[src/rtl/tcp_pkg.sv]
package tcp_pkg;
  typedef struct packed {
    logic       mb;   // buffered mode (channel 0 only)
    logic       ma;   // unbuffered compare / preset level
    logic [1:0] els;  // edge/level field
  } chan_ctrl_t;

  localparam logic [1:0] ELS_OFF = 2'b00;
  localparam logic [1:0] ELS_TOG = 2'b01;
  localparam logic [1:0] ELS_CLR = 2'b10;
  localparam logic [1:0] ELS_SET = 2'b11;

  localparam logic [2:0] A_CTL0 = 3'd0;
  localparam logic [2:0] A_VAL0 = 3'd2;
  localparam logic [2:0] A_FCLR = 3'd4;
endpackage

[src/rtl/tcp_counter.sv]
module tcp_counter #(
  parameter int CW = 16
) (
  input  logic          clk,
  input  logic          rst,
  input  logic          stop,
  input  logic          clr,
  input  logic [CW-1:0] modv,
  output logic [CW-1:0] cnt,
  output logic          run,
  output logic          ovf
);
  assign run = !stop && !clr;
  assign ovf = run && (cnt == modv);

  always_ff @(posedge clk) begin
    if (rst || clr)  cnt <= '0;
    else if (ovf)    cnt <= '0;
    else if (run)    cnt <= cnt + 1'b1;
  end


  wrap_chk: assert property (@(posedge clk) disable iff (rst)
    (!stop && !clr && cnt == modv) |=> (cnt == '0));

  hold_chk: assert property (@(posedge clk) disable iff (rst)
    (stop && !clr) |=> $stable(cnt));
endmodule

[src/rtl/tcp_bufsel.sv]
module tcp_bufsel (
  input  logic clk,
  input  logic rst,
  input  logic en,
  input  logic wr0,
  input  logic wr1,
  input  logic ovf,
  output logic sel
);
  logic pend, psel;

  always_ff @(posedge clk) begin
    if (rst || !en) begin
      sel  <= 1'b0;
      pend <= 1'b0;
      psel <= 1'b0;
    end else begin
      if (ovf && pend) sel <= psel;
      if (wr0 || wr1) begin
        pend <= 1'b1;
        psel <= wr1;
      end else if (ovf) begin
        pend <= 1'b0;
      end
    end
  end


  swap_edge_chk: assert property (@(posedge clk) disable iff (rst)
    (en && !ovf && $past(en)) |=> $stable(sel));
endmodule

[src/rtl/tcp_channel.sv]
module tcp_channel
  import tcp_pkg::*;
#(
  parameter int CW = 16,
  parameter int SYNC_STAGES = 2
) (
  input  logic          clk,
  input  logic          rst,
  input  chan_ctrl_t    ctrl,
  input  logic          disabled,
  input  logic [CW-1:0] cnt,
  input  logic          run,
  input  logic          ovf,
  input  logic [CW-1:0] cmp_val,
  input  logic          pin_in,
  output logic          cap_evt,
  output logic          cmp_evt,
  output logic          pin_out,
  output logic          pin_own
);
  localparam int SL = SYNC_STAGES + 1;

  logic [SL-1:0] sh;
  logic rise, fall, cmp_mode, cap_mode, match;

  always_ff @(posedge clk) begin
    if (rst) sh <= '0;
    else     sh <= {sh[SL-2:0], pin_in};
  end

  assign rise     = sh[SL-2] && !sh[SL-1];
  assign fall     = !sh[SL-2] && sh[SL-1];
  assign cmp_mode = ctrl.ma || ctrl.mb;
  assign cap_mode = !cmp_mode && (ctrl.els != ELS_OFF);
  assign match    = run && (cnt == cmp_val);
  assign cap_evt  = !disabled && cap_mode &&
                    ((ctrl.els[0] && rise) || (ctrl.els[1] && fall));
  assign cmp_evt  = !disabled && cmp_mode && (ctrl.els != ELS_OFF) && match;

  always_ff @(posedge clk) begin
    if (rst) begin
      pin_out <= 1'b1;
      pin_own <= 1'b0;
    end else begin
      pin_own <= (ctrl.els != ELS_OFF) && !disabled;
      if (ctrl.els == ELS_OFF) begin
        pin_out <= !ctrl.ma;
      end else if (!disabled && cmp_mode) begin
        if (match) begin
          unique case (ctrl.els)
            ELS_TOG: pin_out <= !pin_out;
            ELS_CLR: pin_out <= 1'b0;
            default: pin_out <= 1'b1;
          endcase
        end else if (ovf && ctrl.els != ELS_TOG) begin
          pin_out <= (ctrl.els == ELS_CLR);
        end
      end
    end
  end


  gpio_idle_chk: assert property (@(posedge clk) disable iff (rst)
    (ctrl.els == ELS_OFF) |=> !pin_own);

  cmp_win_chk: assert property (@(posedge clk) disable iff (rst)
    (cmp_evt && ovf && ctrl.els == ELS_CLR) |=> !pin_out);
endmodule

[src/rtl/tcp_pair.sv]
module tcp_pair
  import tcp_pkg::*;
#(
  parameter int CW = 16
) (
  input  logic          clk,
  input  logic          rst,
  input  logic          tmr_stop,
  input  logic          tmr_clear,
  input  logic [CW-1:0] cnt_mod,
  input  logic          wr_en,
  input  logic [2:0]    wr_addr,
  input  logic [CW-1:0] wr_data,
  input  logic [1:0]    pin_in,
  output logic [CW-1:0] count,
  output logic [1:0]    pin_out,
  output logic [1:0]    pin_own,
  output logic [1:0]    evt_flag,
  output logic [CW-1:0] val0,
  output logic [CW-1:0] val1
);
  localparam int NCH = 2;

  logic [CW-1:0] cnt;
  logic          run, ovf, bsel, unlocked;
  chan_ctrl_t    ctrl_q [NCH];
  logic [CW-1:0] val_q  [NCH];
  logic          flag_q [NCH];
  logic          cap_e  [NCH];
  logic          cmp_e  [NCH];
  logic          vwr    [NCH];

  assign unlocked = tmr_stop && tmr_clear;

  tcp_counter #(.CW(CW)) u_cnt (
    .clk(clk), .rst(rst), .stop(tmr_stop), .clr(tmr_clear),
    .modv(cnt_mod), .cnt(cnt), .run(run), .ovf(ovf)
  );

  tcp_bufsel u_buf (
    .clk(clk), .rst(rst), .en(ctrl_q[0].mb), .wr0(vwr[0]), .wr1(vwr[1]),
    .ovf(ovf), .sel(bsel)
  );

  for (genvar g = 0; g < NCH; g++) begin : g_ch
    logic [CW-1:0] cmp_sel;
    logic          dis;
    logic          ctl_wr, clr_bit;

    assign ctl_wr  = wr_en && (wr_addr == A_CTL0 + 3'(g));
    assign vwr[g]  = wr_en && (wr_addr == A_VAL0 + 3'(g));
    assign clr_bit = wr_en && (wr_addr == A_FCLR) && wr_data[g];

    if (g == 0) begin : g_buf
      assign dis     = 1'b0;
      assign cmp_sel = (ctrl_q[0].mb && bsel) ? val_q[1] : val_q[0];
    end else begin : g_plain
      assign dis     = ctrl_q[0].mb;
      assign cmp_sel = val_q[g];
    end

    always_ff @(posedge clk) begin
      if (rst) begin
        ctrl_q[g] <= '0;
      end else if (ctl_wr) begin
        ctrl_q[g].els <= wr_data[1:0];
        if (unlocked) begin
          ctrl_q[g].ma <= wr_data[2];
          ctrl_q[g].mb <= (g == 0) ? wr_data[3] : 1'b0;
        end
      end
    end

    always_ff @(posedge clk) begin
      if (rst)         val_q[g] <= '0;
      else if (cap_e[g]) val_q[g] <= cnt;
      else if (vwr[g]) val_q[g] <= wr_data;
    end

    always_ff @(posedge clk) begin
      if (rst) flag_q[g] <= 1'b0;
      else     flag_q[g] <= (flag_q[g] && !clr_bit) || cap_e[g] || cmp_e[g];
    end

    tcp_channel #(.CW(CW), .SYNC_STAGES(2)) u_ch (
      .clk(clk), .rst(rst), .ctrl(ctrl_q[g]), .disabled(dis), .cnt(cnt),
      .run(run), .ovf(ovf), .cmp_val(cmp_sel), .pin_in(pin_in[g]),
      .cap_evt(cap_e[g]), .cmp_evt(cmp_e[g]),
      .pin_out(pin_out[g]), .pin_own(pin_own[g])
    );


    mode_lock_chk: assert property (@(posedge clk) disable iff (rst)
      !unlocked |=> $stable(ctrl_q[g].ma));

    flag_set_chk: assert property (@(posedge clk) disable iff (rst)
      (cap_e[g] || cmp_e[g]) |=> evt_flag[g]);
  end


  ch1_release_chk: assert property (@(posedge clk) disable iff (rst)
    ctrl_q[0].mb |=> !pin_own[1]);

  assign count    = cnt;
  assign evt_flag = {flag_q[1], flag_q[0]};
  assign val0     = val_q[0];
  assign val1     = val_q[1];
endmodule

[config.mk]
export PLATFORM = sky130hd
export DESIGN_NAME = tcp_pair
export DESIGN_NICKNAME = d
export VERILOG_FILES = /design/src/rtl/tcp_pkg.sv /design/src/rtl/tcp_counter.sv /design/src/rtl/tcp_bufsel.sv /design/src/rtl/tcp_channel.sv /design/src/rtl/tcp_pair.sv
export SDC_FILE = /design/constraint.sdc
export NUM_CORES = 1
export LEC_CHECK = 0
export BUFFER_PORTS_ARGS = -buffer_cell sky130_fd_sc_hd__buf_2
export CORE_MARGIN = 2
export CORE_UTILIZATION = 40
export CTS_CLUSTER_DIAMETER = 40
export CTS_CLUSTER_SIZE = 25
export DETAILED_ROUTE_END_ITERATION = 10
export GPL_TIMING_DRIVEN = 0
export PLACE_DENSITY = 0.69
export SETUP_SLACK_MARGIN = 0.4
export SYNTH_ARGS = -nofsm -noshare
export SYNTH_HDL_FRONTEND = slang
export SYNTH_SLANG_ARGS = --single-unit
[constraint.sdc]
create_clock -name clk -period 2.5 [get_ports clk]
set_clock_uncertainty 0.05 [all_clocks]
set_input_delay 0.125 -clock clk [delete_from_list [all_inputs] [get_ports clk]]
set_output_delay 0.125 -clock clk [all_outputs]
set_load 0.02 [all_outputs]
Word level (Yosys, flattened, before mapping)
Memory sizes are Yosys's and may differ from the RTL's.
Cells that the tools add are included.
Word-level totals
  register bits: 29
  memories kept: 3
  logic and storage cells: 170
  output and inout port bits: 54
  RAM bits: 42
Operators by class
  eq/ne operators: 13
  add/subtract/negate cells: 1
  reductions and logical operators: 76
  bitwise gates (word level): 12
  multiplexer cells: 55
Memory list
  val_q: words 2, bits a word 16, rd ports 2, clocked after memory_dff 0, write ports 2, line tcp_pair.sv:27  | logic [CW-1:0] val_q [NCH];
  ctrl_q: words 2, bits a word 4, rd ports 2, clocked after memory_dff 0, write ports 2, line tcp_pair.sv:26  | chan_ctrl_t ctrl_q [NCH];
  flag_q: words 2, bits a word 1, rd ports 2, clocked after memory_dff 0, write ports 2, line tcp_pair.sv:28  | logic flag_q [NCH];
Operators by type and width (count)
  $mux W16: 5
  $eq A16 B16 Y1: 3
  $mux W1: 46
  $logic_and A1 B1 Y1: 37
  $add A16 B1 Y16 const B: 1
  $logic_not A1 Y1: 15
  $or A1 B1 Y1: 12
  $logic_or A1 B1 Y1: 11
  $reduce_bool A2 Y1: 5
  $eq A3 B2 Y1 const B: 2
  $reduce_bool A3 Y1: 2
  $eq A2 B1 Y1 const B: 2
  $eq A2 B2 Y1 const B: 2
  $logic_not A2 Y1: 2
  $mux W2: 2
  $ne A2 B1 Y1 const B: 2
  $pmux W1 S2: 2
  $reduce_and A2 Y1: 2
  $eq A3 B1 Y1 const B: 1
  $eq A3 B3 Y1 const B: 1
  $logic_not A3 Y1: 1
  $reduce_or A2 Y1: 1

Depth between registers and ports, before layout
An unclocked memory read counts as a cell.
  word-level depth: 11
  depth in mapped cells: 9

Hierarchy
From an unflattened synthesis, not the netlist that was laid out.
Unflattened totals
  cell total of the unflattened synthesis: 368
  area, all modules: 3977.6 um^2
Modules (own cells, without submodules)
  tcp_pair: instances 1, cells an instance 139, sequential area each 1211.2 um^2, area each 2021.9 um^2
  tcp_channel: instances 2, cells an instance 55, sequential area each 100.1 um^2, area each 461.7 um^2
  tcp_counter: instances 1, cells an instance 106, sequential area each 320.3 um^2, area each 912.1 um^2
  tcp_bufsel: instances 1, cells an instance 13, sequential area each 60.1 um^2, area each 120.1 um^2

Worst setup path before layout
No wires, ideal clock.
  kind: flip-flop to flip-flop
  start point: register u_cnt.cnt[11]
  end point: register g_ch[0].u_ch.pin_out
  data arrival time: 2.274 ns
  cell stages (with the launch flop): 9
  setup time: 0.122 ns
  path buffers: 1
  path slack: 0.054 ns
  path through: dfxtp_1 > buf_2 > nor2b_1 > nor4b_1 > o21ba_1 > nand4_1 > nor4_4 > mux2_4 > a221o_1
On the way
  cells in the longest elaborated chain, start to end: 5
  elaborated cells between the ends (all ways): 10
  those cells by class: 2 x eq/ne; 3 x mux; 5 x reduce/logical
Ends and longest elaborated chain
  start: declaration: line tcp_counter.sv:9  | output logic [CW-1:0] cnt,
  start signal: assignment: line tcp_counter.sv:19  | else if (run) cnt <= cnt + 1'b1;
  $eq A16 B16 Y1 (on tied branches): line tcp_channel.sv:35, tcp_counter.sv:14
  $logic_and A1 B1 Y1 (on tied branches): line tcp_channel.sv:35, tcp_counter.sv:14
  $mux W1 or $logic_and A1 B1 Y1 (tied branches): line tcp_channel.sv:49, tcp_channel.sv:55
  $mux W1 or $reduce_bool A3 Y1 (tied branches)
  $mux W1 or $reduce_and A2 Y1 (tied branches)
  end signal: assignment: line tcp_channel.sv:47  | pin_out <= !ctrl.ma;
  end signal: assignment: line tcp_channel.sv:51  | ELS_TOG: pin_out <= !pin_out;
  end signal: assignment: line tcp_channel.sv:56  | pin_out <= (ctrl.els == ELS_CLR);
  end: declaration: line tcp_channel.sv:18  | output logic pin_out,
Several ways; a longest one is shown, not always the timed one. The select of a mux whose other input is x is not followed.
A chain may end at the register's enable or synchronous reset.

==> run_results.csv <==
group,metric,value,unit
route,drtIter0Drc,282,
power,p_sw_share,28.1,%
setup_path,startpoint_type,"flip-flop",
synth,yosysTopAreaCell,"edfxtp_1",
power,seqPwrFrac,52.1,%
power,leakagePower,2.28,nW
placement,placed_cell_area,4680,sq um
cts,ctsLongestPathBuffers,2,
timing,max_freq,405,MHz
setup_path,crit_path_end_kind,"flip-flop",
synth,synth_nets,440,
grt,use_met1,30.5,%
grt,grt_max_degree,17,
synth,yosysMostFrequentCell,"nor2_1",
cts,cts_buffers,9,
grt,grt_use_met3,5.08,%
route,via_count,3717,
synth,ys_seq_area_share,45.7,%
synth,avgSynthCellArea,9.88,sq um
power,combPwrFrac,14.7,%
setup_path,setup.worst_path.start,"val_q[0][4]$_DFFE_PP_",
setup_path,rr_startpoint,"val_q[0][4]$_DFFE_PP_",
synth,synthFlopType,"edfxtp_1",
finish,num-fill-cells,825,
synth,synth_simple_gate_area_share,19.6,%
cts,cts_tree,"yes",
finish,nets,585,
finish,multi_input_area,2180,sq um
route,totalWireLength,12.7,mm
grt,grtUsageTotal,23.2,%
timing,fin_crit_sh,98.9,%
synth,synth_area,3920,sq um
grt,use_met2,37.0,%
finish,area_delta_synth_final,42.2,%
finish,drive_gt1_share,44.4,%
route,vias_per_cell,5.47,
power,power.net_switching,703,uW
cts,path_clk_slew,80,ps
timing,hold_viol_final,0,
grt,grt_overflow,0,
synth,yosys-top-cells-count,"nor2_1, edfxtp_1, dfxtp_1, xor2_1, xnor2_1",
die,core,9640,sq um
cts,clkSinkCount,70,
synth,synthAdderAreaFrac,0.319,%
cts,worstSkewPairLatency,360,ps
worst_hold_path,min_from,"wr_data[10]",
finish,seq_area,1820,sq um
setup_path,cp.arrival,2670,ps
placement,place_ws,-109,ps
synth,synth-xor-area-share,12.1,%
route,firstDrtPassIters,5,
synth,synth_top_family_by_area,"simple AND/OR/NAND/NOR gates",
synth,synthCells,397,
grt,grt_busiest_layer,"met2",
cts,root_buffer,"clkbuf_8",
synth,synthMuxAreaShare,1.66,%
power,clkPwrFrac,33.2,%
synth,synth-seq-cells,70,
placement,gp_congestion,0.922,
worst_hold_path,hold_path_class,"in2reg",
die,start_util,40.7,%
setup_path,critPathKind,"reg2reg",
route,postRouteAntennaNets,0,
timing,rsz0062_at_grt,"yes",
finish,final_area,5580,sq um
timing,min_period,2470,ps
cts,cts_max_level,3,
timing,relSlewSlack,38.1,%
setup_path,cp.required,2690,ps
synth,synth_edf_count,39,
power,cellInternalPower,1.80,mW
synth,synth_warnings,0,
die,die_x,103,um
route,drc,0,
grt,antenna_found_initial,0,
synth,synth_area_leaders,"edfxtp_1, dfxtp_1, xor2_1",
die,boundaryPins,96,
power,power,2.50,mW
timing,setup_slack,28.1,ps
timing,drv_slew,0,
timing,setup_viol,0,
placement,hpwl,8.39,mm
power,peakVddDrop,0.000273,V
finish,num_antenna_cells,0,
setup_path,crit_fanout,2,
die,die_area,10600,sq um
placement,portBuffers,95,
die,rows,36,
grt,grt_pass1_wl,18.1,mm
route,wl_per_cell,18.6,um
power,powerDensity,448,nW/um^2
timing,tightest_slew,929,ps
grt,first_global_vias,3426,
die,dieHeight,103,um
synth,yosysTopAreaCellShare,29.8,%
synth,synth_compound_area_share,13.7,%
synth,yosys.cell_types.count,53,
run,cap_violations,0,
synth,synth-async-reset-ratio,0,%
outcome,outcome,"completed",
## power groups by stage
stage	logic, mW	registers [mW]	clock network (mW)
after detailed placement	0.301	1.33	0
after global placement	0.293	1.33	0
after floorplan	0.143	1.35	0
after global routing	0.390	1.31	0.883
after CTS	0.334	1.30	0.837
final	0.367	1.30	0.830
## kinds of logic (layout without fill, tap and decap cells)
| kind of cell | count (synthesis) | after routing |
|---|---|---|
| multiplexers | 6 | 6 |
| AND/OR/NAND/NOR | 145 | 145 |
| flip-flops | 70 | 70 |
| buffers and inverters | 49 | 199 |
| XOR/XNOR | 54 | 54 |
| AO/OA/AOI/OAI | 72 | 72 |
| adder cells (fa/ha/maj) | 1 | 1 |
## path summary, 6_finish.rpt
check	cells after the start	endpoint	slack, ps
max	7	g_ch[0].u_ch.pin_out$_SDFFE_PP1P_	30
min	2	val_q[0][10]$_DFFE_PP_	20
max reg2reg	7	g_ch[0].u_ch.pin_out$_SDFFE_PP1P_	30
min reg2reg	1	g_ch[0].u_ch.sh[1]$_SDFF_PP0_	400
## metrics by stage
stage               TNS, ps  hold WS (ps)  std cells  util, %
finish                    0          16.0        680     57.9
global route          -30.8          16.8        680     57.9
CTS                       0          2.92        668     54.4
detailed placement     -112           293        625     48.6
global placement       -146           286        625     48.5
floorplan                 0           203        397        -
## cell usage in the layout (no fill, tap or decap), types with 11 or more instances in the layout
cell type	Yosys	routed
nand2_1	19	18
edfxtp_1	39	39
buf_6	7	21
clkbuf_8	0	12
nor2_4	0	15
buf_2	10	96
dfxtp_1	31	18
xnor2_1	23	19
buf_4	7	33
a22o_1	17	17
a22oi_1	16	16
inv_1	13	12
xor2_1	31	29
nor2b_1	12	11
nor2_1	50	33
## critical path, stage by stage (launching register included)
cell and delay [ps]:
edfxtp_1 450, xnor2_1 200, o2111ai_2 170, a2111oi_4 360
a21oi_2 90, nor4_4 400, mux2_4 340, a221o_1 310
## area by class of cell
cell class                      count  area share (%)
Timing Repair Buffer              134            15.3
Clock buffer                       12            2.60
Multi-Input combinational cell    278            39.0
Clock inverter                      4           0.404
Sequential cell                    70            32.5
Tap cell                          133            2.98
Inverter                           13           0.875
Buffer                             36            6.28
## layer usage
metal	part of all wire [%]	up-vias
li1	-	1698
met1	41	1830
met2	49	169
met3	7.9	20
met4	2.2	0
met5	0	-
## repair_timing
action                                  in CTS  in global routing
endpoints found under the hold margin        2                  0
hold buffers                                 2                  0
setup buffers                               24                 12
endpoints found under the setup margin      58                 56
cloned                                       1                  0
pin swaps                                   18                 17
gates resized for setup                     38                 60
## registers in the layout, summed over array words and instances, names as in the netlist
register           count
val_q                 32
u_cnt.cnt             16
ctrl_q                 7
g_ch.u_ch.sh           6
flag_q                 2
g_ch.u_ch.pin_out      2
g_ch.u_ch.pin_own      2
u_buf.pend             1
u_buf.psel             1
u_buf.sel              1
Note: power is estimated with default switching activity, not from simulation.
